### src/rtl/sigreg_pkg.sv
package sigreg_pkg;
  localparam int WORD_W  = 16;
  localparam int LA_W    = 8;
  localparam int UCODE_W = 6;

  typedef enum logic [2:0] {
    K_RESPONSE  = 3'd0,
    K_NO_CAUSE  = 3'd1,
    K_REQ_TRUE  = 3'd2,
    K_REQ_FALSE = 3'd3,
    K_USER      = 3'd4,
    K_OTHER     = 3'd5
  } sig_kind_e;

  typedef struct packed {
    logic [WORD_W-1:0]  word;
    sig_kind_e          kind;
    logic [UCODE_W-1:0] ucode;
  } sig_entry_t;
endpackage

### src/rtl/sig_addr_match.sv
module sig_addr_match #(
  parameter int ADDR_W = 6,
  parameter int OFFSET = 8
) (
  input  logic              wr_en,
  input  logic [ADDR_W-1:0] wr_addr,
  input  logic              wr_wide,
  output logic              hit
);
  localparam logic [ADDR_W-1:0] OFS = OFFSET[ADDR_W-1:0];
  assign hit = wr_en && wr_wide && (wr_addr == OFS);
endmodule

### src/rtl/sig_word_decode.sv
module sig_word_decode
  import sigreg_pkg::*;
(
  input  logic [WORD_W-1:0] word,
  output sig_entry_t        entry
);
  localparam int HI_LSB = LA_W;
  logic [7:0] hi;
  assign hi = word[WORD_W-1:HI_LSB];

  always_comb begin
    entry.word  = word;
    entry.ucode = '0;
    if (!word[15])            entry.kind = K_RESPONSE;
    else if (hi == 8'hFF)     entry.kind = K_NO_CAUSE;
    else if (hi == 8'hFD)     entry.kind = K_REQ_TRUE;
    else if (hi == 8'hFC)     entry.kind = K_REQ_FALSE;
    else if (!word[14]) begin
      entry.kind  = K_USER;
      entry.ucode = word[HI_LSB+UCODE_W-1:HI_LSB];
    end
    else                      entry.kind = K_OTHER;
  end
endmodule

### src/rtl/sig_entry_hold.sv
module sig_entry_hold
  import sigreg_pkg::*;
(
  input  logic       clk,
  input  logic       rst_n,
  input  logic       load_req,
  input  sig_entry_t load_entry,
  input  logic       out_ready,
  output logic       out_valid,
  output sig_entry_t out_entry,
  output logic       ovf
);
  logic release_now, accept, drop;
  assign release_now = out_valid && out_ready;
  assign accept      = load_req && (!out_valid || release_now);
  assign drop        = load_req && out_valid && !out_ready;

  always_ff @(posedge clk) begin
    if (!rst_n) begin
      out_valid <= 1'b0;
      out_entry <= '0;
      ovf       <= 1'b0;
    end else begin
      if (accept) begin
        out_valid <= 1'b1;
        out_entry <= load_entry;
      end else if (release_now) begin
        out_valid <= 1'b0;
      end
      if (drop) ovf <= 1'b1;
    end
  end

  p_hold_r3: assert property (@(posedge clk) disable iff (!rst_n)
    out_valid && !out_ready |=> out_valid && $stable(out_entry));
  p_release_r9: assert property (@(posedge clk) disable iff (!rst_n)
    out_valid && out_ready && !load_req |=> !out_valid);
  p_overflow_set_r10: assert property (@(posedge clk) disable iff (!rst_n)
    load_req && out_valid && !out_ready |=> ovf);
  p_sticky_r10: assert property (@(posedge clk) disable iff (!rst_n)
    ovf |=> ovf);
  p_take_on_release_r11: assert property (@(posedge clk) disable iff (!rst_n)
    load_req && out_valid && out_ready |=> out_valid && out_entry == $past(load_entry));
endmodule

### src/rtl/sig_event_decoder.sv
module sig_event_decoder
  import sigreg_pkg::*;
#(
  parameter int ADDR_W = 6,
  parameter int OFFSET = 8
) (
  input  logic              clk,
  input  logic              rst_n,
  input  logic              wr_en,
  input  logic [ADDR_W-1:0] wr_addr,
  input  logic              wr_wide,
  input  logic [15:0]       wr_data,
  output logic              evt_valid,
  input  logic              evt_ready,
  output logic [15:0]       evt_word,
  output logic [2:0]        evt_kind,
  output logic [5:0]        evt_user_code,
  output logic [7:0]        evt_sender,
  output logic              ovf_flag
);
  logic       hit;
  sig_entry_t dec_entry, held;

  sig_addr_match #(.ADDR_W(ADDR_W), .OFFSET(OFFSET)) u_match (
    .wr_en(wr_en), .wr_addr(wr_addr), .wr_wide(wr_wide), .hit(hit));

  sig_word_decode u_dec (.word(wr_data), .entry(dec_entry));

  sig_entry_hold u_hold (
    .clk(clk), .rst_n(rst_n), .load_req(hit), .load_entry(dec_entry),
    .out_ready(evt_ready), .out_valid(evt_valid), .out_entry(held),
    .ovf(ovf_flag));

  assign evt_word      = held.word;
  assign evt_kind      = held.kind;
  assign evt_user_code = held.ucode;
  assign evt_sender    = held.word[LA_W-1:0];

  p_ignore_r2: assert property (@(posedge clk) disable iff (!rst_n)
    !hit && !evt_valid |=> !evt_valid);
  p_response_r4: assert property (@(posedge clk) disable iff (!rst_n)
    evt_valid |-> ((evt_kind == 3'd0) == !evt_word[15]));
  p_user_code_r6: assert property (@(posedge clk) disable iff (!rst_n)
    evt_valid && evt_kind != 3'd4 |-> evt_user_code == 6'd0);
  p_kind_range_r7: assert property (@(posedge clk) disable iff (!rst_n)
    evt_valid |-> evt_kind <= 3'd5);
endmodule

### config.mk
export PLATFORM = sky130hd
export DESIGN_NAME = sig_event_decoder
export DESIGN_NICKNAME = d
export VERILOG_FILES = /design/src/rtl/sigreg_pkg.sv /design/src/rtl/sig_addr_match.sv /design/src/rtl/sig_word_decode.sv /design/src/rtl/sig_entry_hold.sv /design/src/rtl/sig_event_decoder.sv
export SDC_FILE = /design/constraint.sdc
export NUM_CORES = 1
export LEC_CHECK = 0
export BUFFER_PORTS_ARGS = -buffer_cell sky130_fd_sc_hd__buf_2
export CORE_MARGIN = 2
export CORE_UTILIZATION = 50
export CTS_BUF_LIST = sky130_fd_sc_hd__clkbuf_8
export CTS_CLUSTER_DIAMETER = 120
export CTS_CLUSTER_SIZE = 40
export DETAILED_ROUTE_END_ITERATION = 16
export PLACE_DENSITY = 0.84
export SLEW_MARGIN = 20
export SYNTH_ARGS = -nofsm -noshare
export SYNTH_HDL_FRONTEND = slang
export SYNTH_HIERARCHICAL = 1
export SYNTH_SLANG_ARGS = --single-unit
### constraint.sdc
create_clock -name clk -period 2.61 [get_ports clk]
set_clock_uncertainty 0.2 [all_clocks]
set_input_delay 0.1305 -clock clk [delete_from_list [all_inputs] [get_ports clk]]
set_output_delay 0.1305 -clock clk [all_outputs]
set_load 0.005 [all_outputs]
Word-level counts from Yosys, hierarchy flattened
Index checks and enable logic that the tools add are counted.
- equal/unequal tests: 4
- mux-type cells: 12
- reductions and logical operators: 10
- operators with widths (kind ; count):
    6-bit 2-to-1 mux ; 5
    8-bit equality test (second input constant) ; 3
    3-bit 2-to-1 mux ; 4
    6-bit by 4-bit equality test with 1-bit output (second input constant) ; 1
    1-bit logical AND ; 6
    1-bit 2-to-1 mux ; 3
    1-bit logical NOT ; 2
    2-bit nonzero test ; 1
    1-bit logical OR ; 1
- bits in registers: 27
- input bits: 27
- logic and storage cells: 31

Logic depth before layout (Yosys ltp)
- depth in word-level cells: 5
- mapped depth: 6
- mapped depth without buffers: 4

Hierarchy
The synthesis kept the hierarchy.
- modules (own cells, without submodules) (module ; instances ; cells an instance ; area an instance (µm²) ; sequential area each (µm²)):
    sig_entry_hold ; 1 ; 116 ; 1098.6 ; 540.5
    sig_word_decode ; 1 ; 31 ; 216.5 ; 0.0
    sig_event_decoder ; 1 ; 8 ; 60.1 ; 0.0
    sig_addr_match ; 1 ; 3 ; 20.0 ; 0.0

Worst setup path before layout
OpenSTA, ideal clock, no wires.
- path type: input to register
- start point: input port wr_addr[5]
- end point: register u_hold/out_entry[0] (netlist name)
- setup time: 72 ps
- arrival: 1396 ps
- path slack: 943 ps
- cell stages on the path: 6
- buffers on the path: 2
- cells stage by stage: or4_1 > nor2_1 > nor2b_2 > buf_6 > buf_12 > mux2i_1
- cells in the longest elaborated chain, start to end: 3
- RTL lines (element ; RTL line ; RTL):
    from (decl) ; sig_event_decoder.sv:10 ; input logic [ADDR_W-1:0] wr_addr,
    6-bit by 4-bit equality test with 1-bit output ; sig_addr_match.sv:11 ; assign hit = wr_en && wr_wide && (wr_addr == OFS);
    1-bit logical AND ; sig_addr_match.sv:11 ;
    named net hit ; sig_event_decoder.sv:21 ; logic hit;
    1-bit logical AND ; sig_entry_hold.sv:15 ; assign accept = load_req && (!out_valid || release_now);
    to (signal assigned) ; sig_entry_hold.sv:26 ; out_entry <= load_entry;
    to (decl) ; sig_entry_hold.sv:10 ; output sig_entry_t out_entry,
The timed path passes the listed nets, and every way through them passes these cells.
A chain may end at the register's enable or synchronous reset.

Worst setup path in the final report
- start point: input port wr_addr[5]
- end point: register u_hold/out_entry[21] (netlist name)
Same word-level chain as after synthesis.

==> summary.txt <==
Status - finished, final reports clean
H-tree depth - 1
Avg Vias per Cell - 4.68
Number of global-route vias before repair - 1027
Port bufs - 61
Lkg Pwr - 0.782 nW
Routed Antenna Nets - 0
Worst Slack Setup Final - 0.869 ns
GP Congestion - 0.711
First-pass GRT wire length - 4390 um
Non-filler cells, final - 239
Synthesis warning total - 6
Placed cell count - 218
Area contributors post-synth - dfxtp_1 (39%), mux2i_1 (18%), nand2_1 (14%)
Yosys top cell area share - 0.387
I/O Pins - 62
Synth cell count leaders - nand2_1 (51), dfxtp_1 (27), mux2i_1 (25), buf_4 (24), and2_1 (5)
RSZ-0062 raised after global routing - false
1st-pass router iterations - 4
Final instance area - 1710 um2
Final Hold Viols - 0
Post-synthesis mux area share - 0.179
First DRT Iteration DRCs - 26
EDFF count, synth - 0
CP bufs+invs - 2
Most common cell in the netlist - nand2_1
Synth Area in Compound Gates - 0.0179
Slowest-stage cell, CP - or4_1
Worst vdd ir - 0.286 mV
Pin count of the biggest net entering global routing - 53
Die span in x - 56.8 um
Worst hold path class - primary input to register
Core area - 2710 um2
CTS tree - yes
Layout area overhead - 22.4%
Remaining DRCs - 0
Area of the mapped netlist - 1400 um2
Total Wirelength - 2760 um
WL per Instance - 11.6 um
CP required - 2.61 ns
Starting density of the core - 0.515
Placed instance area - 1490 um2
# clock sinks - 27
Fin crit period - 1.74 ns
Post-CTS setup buffers - 0
Synth Instances - 158
Post-synthesis xor/xnor area fraction - 0
Arr. time, crit path - 1.74 ns
Setup Total Neg Slack - 0 ns
Clock Tree Buf Depth - 2
Vias - 1119
Fillers - 254
Largest family of logic cells by synthesized area - simple AND/OR/NAND/NOR gates
NumNets Final - 236
MaxCap Viol Count - 0
Setup WS pre-CTS - 0.604 ns
CTS resizes - 0
Peak Freq - 574 MHz
Clk root buf - clkbuf_8
Period utilisation layout - 0.667
Worst-skew pair later-pin latency - 0.27 ns
Antenna violations before repair - 0
Distinct cells, synth - 23
Worst-path clk slew - 0.09 ns
Gr ovfl total - 0
DP HPWL - 1760 um
Critical Path, Cell by Cell - buf_2, or4_1, nor2_1, nor2b_4, buf_4, mux2i_1
Setup violations, final - 0
Slew @ Worst Pin - 0.791 ns
CP peak stage delay - 0.51 ns
Synth area leader - dfxtp_1
Layout cell share with drive strength beyond 1 - 0.332
Adder-cell share of the synthesized area - 0
CP max FO - 25
Yosys reg bits - 27
CP Capture Type - register
Worst relative slew slack - 0.473
Chip Height - 56.8 um
Diode count - 0
Num CTS Buffers - 3
Syn avg cell area - 8.83 um2
Syn nets - 185
Slew Viols, Final - 0
Family with the most delay on the worst path - simple AND/OR/NAND/NOR gates
Critical Path Source Type - primary input
PD cells - 418 nW/um2
Synth Area in Simple Gates - 0.224
Main synth FF type - dfxtp_1
Seq/Total Area, Yosys - 0.387
Die Footprint - 3230 um2
Total Routing Usage GR - 0.173
Worst Setup Path Type - primary input to register
Post-synthesis async set-or-reset flop share - 0
Num rows - 19
[cells in the final DEF (no fill, tap or decap)]
master and count:
mux2i_1 25, nor3_1 1, nor2b_4 2, buf_4 1
nand2b_1 1, a31oi_1 2, buf_2 61, inv_1 3
nand2_1 51, nor3b_2 1, and4_1 1, clkbuf_8 3
and2_1 5, or4_1 1, o21a_1 1, dfxtp_1 27
nor2b_2 1, dlygate4sd3_1 17, a21oi_1 1, nor2b_1 1
nand4b_1 1, nor2_1 1
[area by class of cell]
type	instances	area, um2	area share
clock inverters	1	3.75	0.00220
inverters	2	7.51	0.00440
flip-flops and latches	27	541	0.316
well taps	31	38.8	0.0227
repair buffers	79	483	0.283
multi-input cells	96	593	0.347
clock buffers	3	41.3	0.0242
[power breakdown]
part | total (mW) | internal, mW | switching (mW)
sequential | 0.413 | 0.412 | 0.000392
clock | 0.228 | 0.105 | 0.122
combinational | 0.0740 | 0.0406 | 0.0333
[tightest hold or removal path, stage by stage]
cell and delay [ns]:
buf_2 0.07, or4_1 0.09, nor2_1 0.06, a21oi_1 0.12, nor2b_1 0.05
[worst paths after layout]
kind	start	end	slack, ns	cells past startpoint
worst max register to register	u_hold/out_valid$_SDFFE_PN0P_	u_hold/out_entry[21]$_SDFFE_PN0P_	1.17	4
worst min register to register	u_hold/out_entry[2]$_SDFFE_PN0P_	u_hold/out_entry[2]$_SDFFE_PN0P_	0.26	2
worst max-delay path	wr_addr[5]	u_hold/out_entry[21]$_SDFFE_PN0P_	0.87	6
worst min-delay path	wr_addr[0]	u_hold/ovf$_SDFFE_PN0P_	0.09	5
[timing repair]
action                                  4_1_cts  5_1_grt
hold endpoints to repair                     19        0
endpoints found under the setup margin        0        0
hold buffers                                 17        0
[layer usage]
metal | vias up | track usage | share of wire
li1 | 581 | - | -
met1 | 490 | 0.193 | 0.43
met2 | 44 | 0.321 | 0.50
met3 | 4 | 0.0323 | 0.056
met4 | 0 | 0.0698 | 0.010
met5 | - | 0 | 0
[logic make-up (layout without fill, tap and decap cells)]
group,after synthesis,after routing
AND/OR/NAND/NOR,67,67
buffers and inverters,35,85
flip-flops,27,27
multiplexers,25,25
AO/OA/AOI/OAI,4,4
[state kept, by name, indices dropped and copies added (netlist names)]
signal / cells
u_hold/out_entry: 25
u_hold/ovf: 1
u_hold/out_valid: 1
[metrics by stage]
step / power, mW / hold slack, ns / utilization
after floorplan: 0.468 / 0.0993 / -
after global placement: 0.475 / 0.180 / 0.551
after detailed placement: 0.476 / 0.185 / 0.551
after CTS: 0.724 / 0.0882 / 0.630
after global routing: 0.746 / 0.120 / 0.630
final: 0.714 / 0.0947 / 0.630
(Power assumes the default switching activity.)
